## src/rtl/sw_pkg.sv

```systemverilog
// Package: shared register decode and field positions for the stopwatch timer.
// Assumes a 2-bit register address space.
package sw_pkg;
    typedef enum logic [1:0] {
        REG_CTRL  = 2'd0,
        REG_COUNT = 2'd1,
        REG_FLAGS = 2'd2,
        REG_CFG   = 2'd3
    } sw_reg_e;

    localparam int CTRL_RUN_BIT     = 0;
    localparam int CTRL_RESTART_BIT = 1;
    localparam int CFG_LEVEL_POS    = 4;
endpackage

```

## src/rtl/sw_bcd_digit.sv

```systemverilog
// Module: one decimal counter digit of the stopwatch chain.
// Steps on inc_i, returns to 0 after DIGIT_MAX and flags that rollover on
// wrap_o in the same cycle. clear_i has precedence over inc_i.
// Assumes DIGIT_MAX fits in DIGIT_W bits.
module sw_bcd_digit #(
    parameter int DIGIT_W   = 4,
    parameter int DIGIT_MAX = 9
) (
    input  logic               clk,
    input  logic               rst_n,
    input  logic               clear_i,
    input  logic               inc_i,
    output logic [DIGIT_W-1:0] value_o,
    output logic               wrap_o
);
    localparam logic [DIGIT_W-1:0] TOP = DIGIT_W'(DIGIT_MAX);

    // Rollover indication towards the next digit and the event logic.
    assign wrap_o = inc_i && !clear_i && (value_o == TOP);

    // Digit state: clear, then step with rollover.
    always_ff @(posedge clk) begin
        if (!rst_n) begin
            value_o <= '0;
        end else if (clear_i) begin
            value_o <= '0;
        end else if (inc_i) begin
            value_o <= (value_o == TOP) ? '0 : value_o + 1'b1;
        end
    end


    digit_range_chk: assert property (@(posedge clk) disable iff (!rst_n)
        value_o <= TOP);

    digit_wrap_chk: assert property (@(posedge clk) disable iff (!rst_n)
        wrap_o |=> (value_o == '0));

    digit_step_chk: assert property (@(posedge clk) disable iff (!rst_n)
        (inc_i && !clear_i && value_o != TOP) |=> (value_o == DIGIT_W'($past(value_o) + 1'b1)));
endmodule

```

## src/rtl/sw_irq_unit.sv

```systemverilog
// Module: pending flags, request qualification and vector selection.
// Each flag is set by its event (set wins) and cleared by a write-1 strobe.
// The highest-indexed enabled pending flag selects the vector
// VEC_BASE + VEC_STEP*index. A zero level mutes the request.
module sw_irq_unit #(
    parameter int NUM_SRC  = 3,
    parameter int PRIO_W   = 2,
    parameter int VEC_W    = 24,
    parameter int VEC_BASE = 'h16,
    parameter int VEC_STEP = 2
) (
    input  logic               clk,
    input  logic               rst_n,
    input  logic [NUM_SRC-1:0] set_i,
    input  logic [NUM_SRC-1:0] clr_i,
    input  logic [NUM_SRC-1:0] en_i,
    input  logic [PRIO_W-1:0]  prio_i,
    output logic [NUM_SRC-1:0] flags_o,
    output logic               irq_o,
    output logic [VEC_W-1:0]   vector_o
);
    logic [NUM_SRC-1:0] pending;

    // One flag register per source.
    for (genvar k = 0; k < NUM_SRC; k++) begin : g_flag
        // Flag k: set has precedence over clear.
        always_ff @(posedge clk) begin
            if (!rst_n) begin
                flags_o[k] <= 1'b0;
            end else if (set_i[k]) begin
                flags_o[k] <= 1'b1;
            end else if (clr_i[k]) begin
                flags_o[k] <= 1'b0;
            end
        end
    end

    assign pending = flags_o & en_i;
    assign irq_o   = (|pending) && (prio_i != '0);

    // Vector selection: later (more urgent) sources override earlier ones.
    always_comb begin
        vector_o = '0;
        for (int k = 0; k < NUM_SRC; k++) begin
            if (pending[k]) begin
                vector_o = VEC_W'(VEC_BASE + VEC_STEP * k);
            end
        end
    end


    flag_set_chk: assert property (@(posedge clk) disable iff (!rst_n)
        (|set_i) |=> ((flags_o & $past(set_i)) == $past(set_i)));

    flag_clr_chk: assert property (@(posedge clk) disable iff (!rst_n)
        (|(clr_i & ~set_i)) |=> ((flags_o & $past(clr_i & ~set_i)) == '0));

    irq_mute_chk: assert property (@(posedge clk) disable iff (!rst_n)
        (prio_i == '0) |-> !irq_o);

    irq_src_chk: assert property (@(posedge clk) disable iff (!rst_n)
        irq_o |-> (|(flags_o & en_i)));

    vec_idle_chk: assert property (@(posedge clk) disable iff (!rst_n)
        ((flags_o & en_i) == '0) |-> (vector_o == '0));

    vec_top_chk: assert property (@(posedge clk) disable iff (!rst_n)
        (flags_o[NUM_SRC-1] && en_i[NUM_SRC-1]) |->
            (vector_o == VEC_W'(VEC_BASE + VEC_STEP * (NUM_SRC - 1))));
endmodule

```

## src/rtl/swtimer_top.sv

```systemverilog
// Module: BCD stopwatch timer with three rollover-driven interrupt sources.
// A run-gated tick drives a chain of NUM_DIGITS decimal digits. The tick and
// each digit rollover form the event sources. A small register port exposes
// control, count, flags and configuration.
// Assumes tick_i is a single-cycle enable at about 100 Hz and that
// NUM_DIGITS*DIGIT_W fits in DATA_W.
module swtimer_top
    import sw_pkg::*;
#(
    parameter int DIGIT_W    = 4,
    parameter int DIGIT_MAX  = 9,
    parameter int NUM_DIGITS = 2,
    parameter int ADDR_W     = 2,
    parameter int DATA_W     = 8,
    parameter int PRIO_W     = 2,
    parameter int VEC_W      = 24,
    parameter int VEC_BASE   = 'h16,
    parameter int VEC_STEP   = 2
) (
    input  logic              clk,
    input  logic              rst_n,
    input  logic              tick_i,
    input  logic              reg_wr_i,
    input  logic [ADDR_W-1:0] reg_addr_i,
    input  logic [DATA_W-1:0] reg_wdata_i,
    output logic [DATA_W-1:0] reg_rdata_o,
    output logic              irq_o,
    output logic [PRIO_W-1:0] irq_level_o,
    output logic [VEC_W-1:0]  irq_vector_o
);
    localparam int NUM_SRC = NUM_DIGITS + 1;

    sw_reg_e                                reg_sel;
    logic                                   run_q;
    logic [NUM_SRC-1:0]                     en_q;
    logic [PRIO_W-1:0]                      prio_q;
    logic                                   restart;
    logic [NUM_SRC-1:0]                     events;
    logic [NUM_DIGITS-1:0][DIGIT_W-1:0]     digits;
    logic [NUM_SRC-1:0]                     flags;
    logic [NUM_SRC-1:0]                     flag_clr;
    logic                                   unused_wdata;

    assign reg_sel      = sw_reg_e'(reg_addr_i);
    assign unused_wdata = ^reg_wdata_i;
    assign restart      = reg_wr_i && (reg_sel == REG_CTRL) && reg_wdata_i[CTRL_RESTART_BIT];
    assign flag_clr     = (reg_wr_i && reg_sel == REG_FLAGS) ? reg_wdata_i[NUM_SRC-1:0] : '0;

    // Fast event: an accepted tick; a restart discards a coincident tick.
    assign events[0] = tick_i && run_q && !restart;

    // Digit chain: each digit's rollover drives the next digit and event.
    for (genvar d = 0; d < NUM_DIGITS; d++) begin : g_digit
        sw_bcd_digit #(
            .DIGIT_W  (DIGIT_W),
            .DIGIT_MAX(DIGIT_MAX)
        ) u_digit (
            .clk    (clk),
            .rst_n  (rst_n),
            .clear_i(restart),
            .inc_i  (events[d]),
            .value_o(digits[d]),
            .wrap_o (events[d+1])
        );
    end

    // Control and configuration registers.
    always_ff @(posedge clk) begin
        if (!rst_n) begin
            run_q  <= 1'b0;
            en_q   <= '0;
            prio_q <= '0;
        end else if (reg_wr_i) begin
            if (reg_sel == REG_CTRL) begin
                run_q <= reg_wdata_i[CTRL_RUN_BIT];
            end
            if (reg_sel == REG_CFG) begin
                en_q   <= reg_wdata_i[NUM_SRC-1:0];
                prio_q <= reg_wdata_i[CFG_LEVEL_POS +: PRIO_W];
            end
        end
    end

    sw_irq_unit #(
        .NUM_SRC (NUM_SRC),
        .PRIO_W  (PRIO_W),
        .VEC_W   (VEC_W),
        .VEC_BASE(VEC_BASE),
        .VEC_STEP(VEC_STEP)
    ) u_irq (
        .clk     (clk),
        .rst_n   (rst_n),
        .set_i   (events),
        .clr_i   (flag_clr),
        .en_i    (en_q),
        .prio_i  (prio_q),
        .flags_o (flags),
        .irq_o   (irq_o),
        .vector_o(irq_vector_o)
    );

    assign irq_level_o = prio_q;

    // Read multiplexer.
    always_comb begin
        reg_rdata_o = '0;
        case (reg_sel)
            REG_CTRL:  reg_rdata_o[CTRL_RUN_BIT] = run_q;
            REG_COUNT: reg_rdata_o = DATA_W'(digits);
            REG_FLAGS: reg_rdata_o = DATA_W'(flags);
            REG_CFG: begin
                reg_rdata_o[NUM_SRC-1:0]                 = en_q;
                reg_rdata_o[CFG_LEVEL_POS +: PRIO_W]     = prio_q;
            end
            default:   reg_rdata_o = '0;
        endcase
    end


    run_hold_chk: assert property (@(posedge clk) disable iff (!rst_n)
        (!run_q && !restart) |=> $stable(digits));

    restart_zero_chk: assert property (@(posedge clk) disable iff (!rst_n)
        restart |=> (digits == '0));

    restart_noevent_chk: assert property (@(posedge clk) disable iff (!rst_n)
        restart |-> (events == '0));
endmodule

```

## config.mk

```make
export PLATFORM = sky130hd
export DESIGN_NAME = swtimer_top
export DESIGN_NICKNAME = d
export VERILOG_FILES = /design/src/rtl/sw_pkg.sv /design/src/rtl/sw_bcd_digit.sv /design/src/rtl/sw_irq_unit.sv /design/src/rtl/swtimer_top.sv
export SDC_FILE = /design/constraint.sdc
export NUM_CORES = 1
export LEC_CHECK = 0
export ABC_AREA = 1
export ABC_CLOCK_PERIOD_IN_PS = 3900
export CAP_MARGIN = 20
export CORE_MARGIN = 2
export CORE_UTILIZATION = 66
export CTS_BUF_LIST = sky130_fd_sc_hd__clkbuf_4 sky130_fd_sc_hd__clkbuf_8 sky130_fd_sc_hd__clkbuf_16
export DETAILED_ROUTE_END_ITERATION = 12
export DONT_BUFFER_PORTS = 1
export PLACE_DENSITY = 0.89
export SETUP_SLACK_MARGIN = 0.02
export SLEW_MARGIN = 20
export SYNTH_ARGS = -nofsm -noshare
export SYNTH_HDL_FRONTEND = slang
export SYNTH_HIERARCHICAL = 1
export SYNTH_SLANG_ARGS = --single-unit
```

## constraint.sdc

```tcl
create_clock -name clk -period 3.9 [get_ports clk]
set_input_delay 0 -clock clk [delete_from_list [all_inputs] [get_ports clk]]
set_output_delay 0 -clock clk [all_outputs]
set_load 0.02 [all_outputs]
```

==> impl_metrics.py <==
metrics = {
    "status": {
        "outcome": "finished clean",
    },
    "pwr": {
        "power_density_nw_per_um2": 260,
        "leakage_nw": 0.680,
        "peakVddDrop_mv": 0.180,
    },
    "worst_setup_path": {
        "rr_endpoint": "en_q[2]$_SDFFE_PN0P_",
        "crit_type": "in2reg",
        "critPathRequiredTime_ns": 4.09,
        "r2r-start": "en_q[2]$_SDFFE_PN0P_",
        "r2r_cells": 6,
        "r2r_setup_slack_ns": 2.16,
        "crit_path_end_kind": "register",
        "crit_fanout": 10,
        "cp-start-kind": "input port",
        "crit_arrival_ns": 2.08,
        "critical_path.startpoint": "reg_wr_i",
    },
    "timing": {
        "slew_violations": 0,
        "fin_worst_skew_ns": 0.00172,
        "rsz0062_at_grt": "false",
        "relSlewSlack": 0.526,
        "worst_slack_ns": 2.01,
        "worst_pin_slew_ns": 0.703,
        "clock.fmax_mhz": 529,
        "final.setup.tns_ns": 0,
        "finalCritPeriodShare": 0.485,
        "holdWs_ns": 0.0376,
        "setup-violations-final": 0,
        "fin_crit_ns": 1.89,
        "finalHoldViolCount": 0,
    },
    "detailed_routing": {
        "vias_per_cell": 5.05,
        "vias": 1110,
        "wire_per_inst_um": 11.4,
        "first_pass_iters": 4,
        "drc": 0,
        "drtAntennaViolNets": 0,
        "dr.first_iter.drc_count": 36,
        "wl_um": 2510,
    },
    "hold_path": {
        "hold_path.class": "in2reg",
        "hold_end": "u_irq/flags_o[0]$_SDFFE_PN0P_",
        "min_path_cells": 5,
        "worstHoldStart": "reg_wdata_i[0]",
    },
    "yosys": {
        "synth_top_area_cell": "dfxtp_1",
        "synth.distinct_cells": 20,
        "ys_seq_area_frac": 0.297,
        "ys_warn_count": 6,
        "ys_top_cells_by_area": "dfxtp_1, buf_4, nand2_1, nor2_1, inv_1",
        "syn_avg_cell_area_um2": 6.30,
        "netlist_area_um2": 1150,
        "synth.ff_latch_count": 17,
        "yosys-top-cells-count": "nand2_1, nor2_1, inv_1",
        "synthArstFlopShare": 0,
        "yosysMostFrequentCell": "nand2_1",
        "synth_top_area_share": 0.297,
        "ys.flop_type": "dfxtp_1",
        "synth_cells": 182,
        "synth-edff-count": 0,
    },
    "grt": {
        "grt_pass1_wl_um": 3820,
        "use_met3": 0.0476,
        "grt_use_total": 0.251,
        "grt_overflow": 0,
        "grt_pass1_vias": 986,
        "grt_util_met1": 0.260,
        "grt_max_degree": 11,
        "antenna_found_initial": 0,
        "grt_util_met2": 0.485,
        "grt-busiest-layer": "met2",
    },
    "floorplan": {
        "initial_utilization": 0.686,
        "core-area_um2": 1670,
        "die_area_um2": 2090,
        "io_pins": 49,
        "die_w_um": 45.7,
        "rows": 15,
        "die_h_um": 45.7,
    },
    "finish": {
        "design_area_um2": 1290,
        "syn_to_final_growth_pct": 13.0,
        "final_layout_size_suffix_gt1_frac": 0.108,
        "layout.nets": 218,
        "diodes": 0,
    },
    "clocking": {
        "cts_buffer_depth": 2,
        "numCtsBuffers": 3,
        "ctsHtreeMaxLevel": 1,
        "cts_tree": "yes",
        "postCtsHoldBufs": 19,
        "cts.sinks": 17,
        "path_clk_slew_ns": 0.10,
        "cts_resized": 0,
        "cts_setup_buffers": 0,
        "root_buffer": "clkbuf_4",
        "insertion_delay_ns": 0.29,
    },
    "place": {
        "placed_area_um2": 1080,
        "dp_hpwl_um": 1730,
        "pre_cts_ws_ns": 2.26,
        "place_congestion": 0.821,
        "portBuffers": 0,
    },
    "run": {
        "max-cap-violations": 0,
    },
}
registers in the layout, indices dropped and copies added, names as in the netlist:
name,flops
g_digit.u_digit/value_o,8
en_q,3
u_irq/flags_o,3
irq_level_o,2
run_q,1
worst max path at each step:
stage | slack, ns | cells after the start | to
2_1_floorplan | 2.48 | 14 | u_irq/flags_o[2]$_SDFFE_PN0P_
3_3_place_gp | 2.32 | 14 | u_irq/flags_o[2]$_SDFFE_PN0P_
3_5_place_dp | 2.26 | 14 | u_irq/flags_o[2]$_SDFFE_PN0P_
4_1_cts | 2.08 | 7 | en_q[2]$_SDFFE_PN0P_
5_1_grt | 1.93 | 7 | en_q[2]$_SDFFE_PN0P_
6_report | 2.01 | 6 | en_q[1]$_SDFFE_PN0P_
layout make-up:
class | instances | area, µm²
repair buffers | 19 | 190
multi-input cells | 129 | 588
clock buffers | 3 | 22.5
well taps | 17 | 21.3
fillers | 133 | 375
inverters | 34 | 128
clock inverters | 1 | 5.00
flip-flops and latches | 17 | 340
placed cells by master, fill, tap and decap left out:
| cell | netlist | layout |
|---|---|---|
| o21ai_0 | 4 | 4 |
| nand2_2 | 5 | 5 |
| o211ai_1 | 2 | 2 |
| nand3_2 | 1 | 1 |
| clkbuf_4 | 0 | 3 |
| nand4_1 | 3 | 3 |
| inv_2 | 4 | 4 |
| or2_1 | 1 | 1 |
| a21oi_1 | 6 | 6 |
| dlygate4sd3_1 | 0 | 19 |
| a21oi_2 | 2 | 2 |
| nor2_2 | 4 | 4 |
| inv_1 | 30 | 30 |
| nand2_1 | 36 | 36 |
| nor2_1 | 32 | 32 |
| nor2_4 | 1 | 1 |
| nand3_4 | 1 | 1 |
| nand3_1 | 11 | 11 |
| clkinv_2 | 0 | 1 |
| dfxtp_1 | 17 | 17 |
| conb_1 | 1 | 20 |
through the flow:
step / utilization / power (mW) / instances
after floorplan: - / 0.242 / 201
after global placement: 0.645 / 0.228 / 197
after detailed placement: 0.645 / 0.229 / 197
after CTS: 0.775 / 0.337 / 220
after global routing: 0.775 / 0.355 / 220
final: 0.775 / 0.337 / 220
logic make-up after synthesis:
kind of cell	synth area share
AND/OR/NAND/NOR	0.376
buffers and inverters	0.252
flip-flops	0.297
AO/OA/AOI/OAI	0.0721
other	0.00327
layer usage:
layer	wire [µm]	share of wire	vias to the layer above
met2	1320	0.52	49
met4	25	0.0099	0
met5	0	0	-
li1	-	-	549
met1	995	0.40	508
met3	176	0.070	4
power by group:
group / internal [mW] / switching, mW
sequential: 0.177 / 0.00484
combinational: 0.0200 / 0.0397
clock: 0.0381 / 0.0569
total: 0.236 / 0.101
worst max-delay path, cell delays in order:
cell,delay (ns)
dlygate4sd3_1,0.65
nand3_4,0.16
nor2_1,0.12
dlygate4sd3_1,0.56
nor2_1,0.05
dlygate4sd3_1,0.54
No activity file was read; power rests on OpenSTA's default activity.
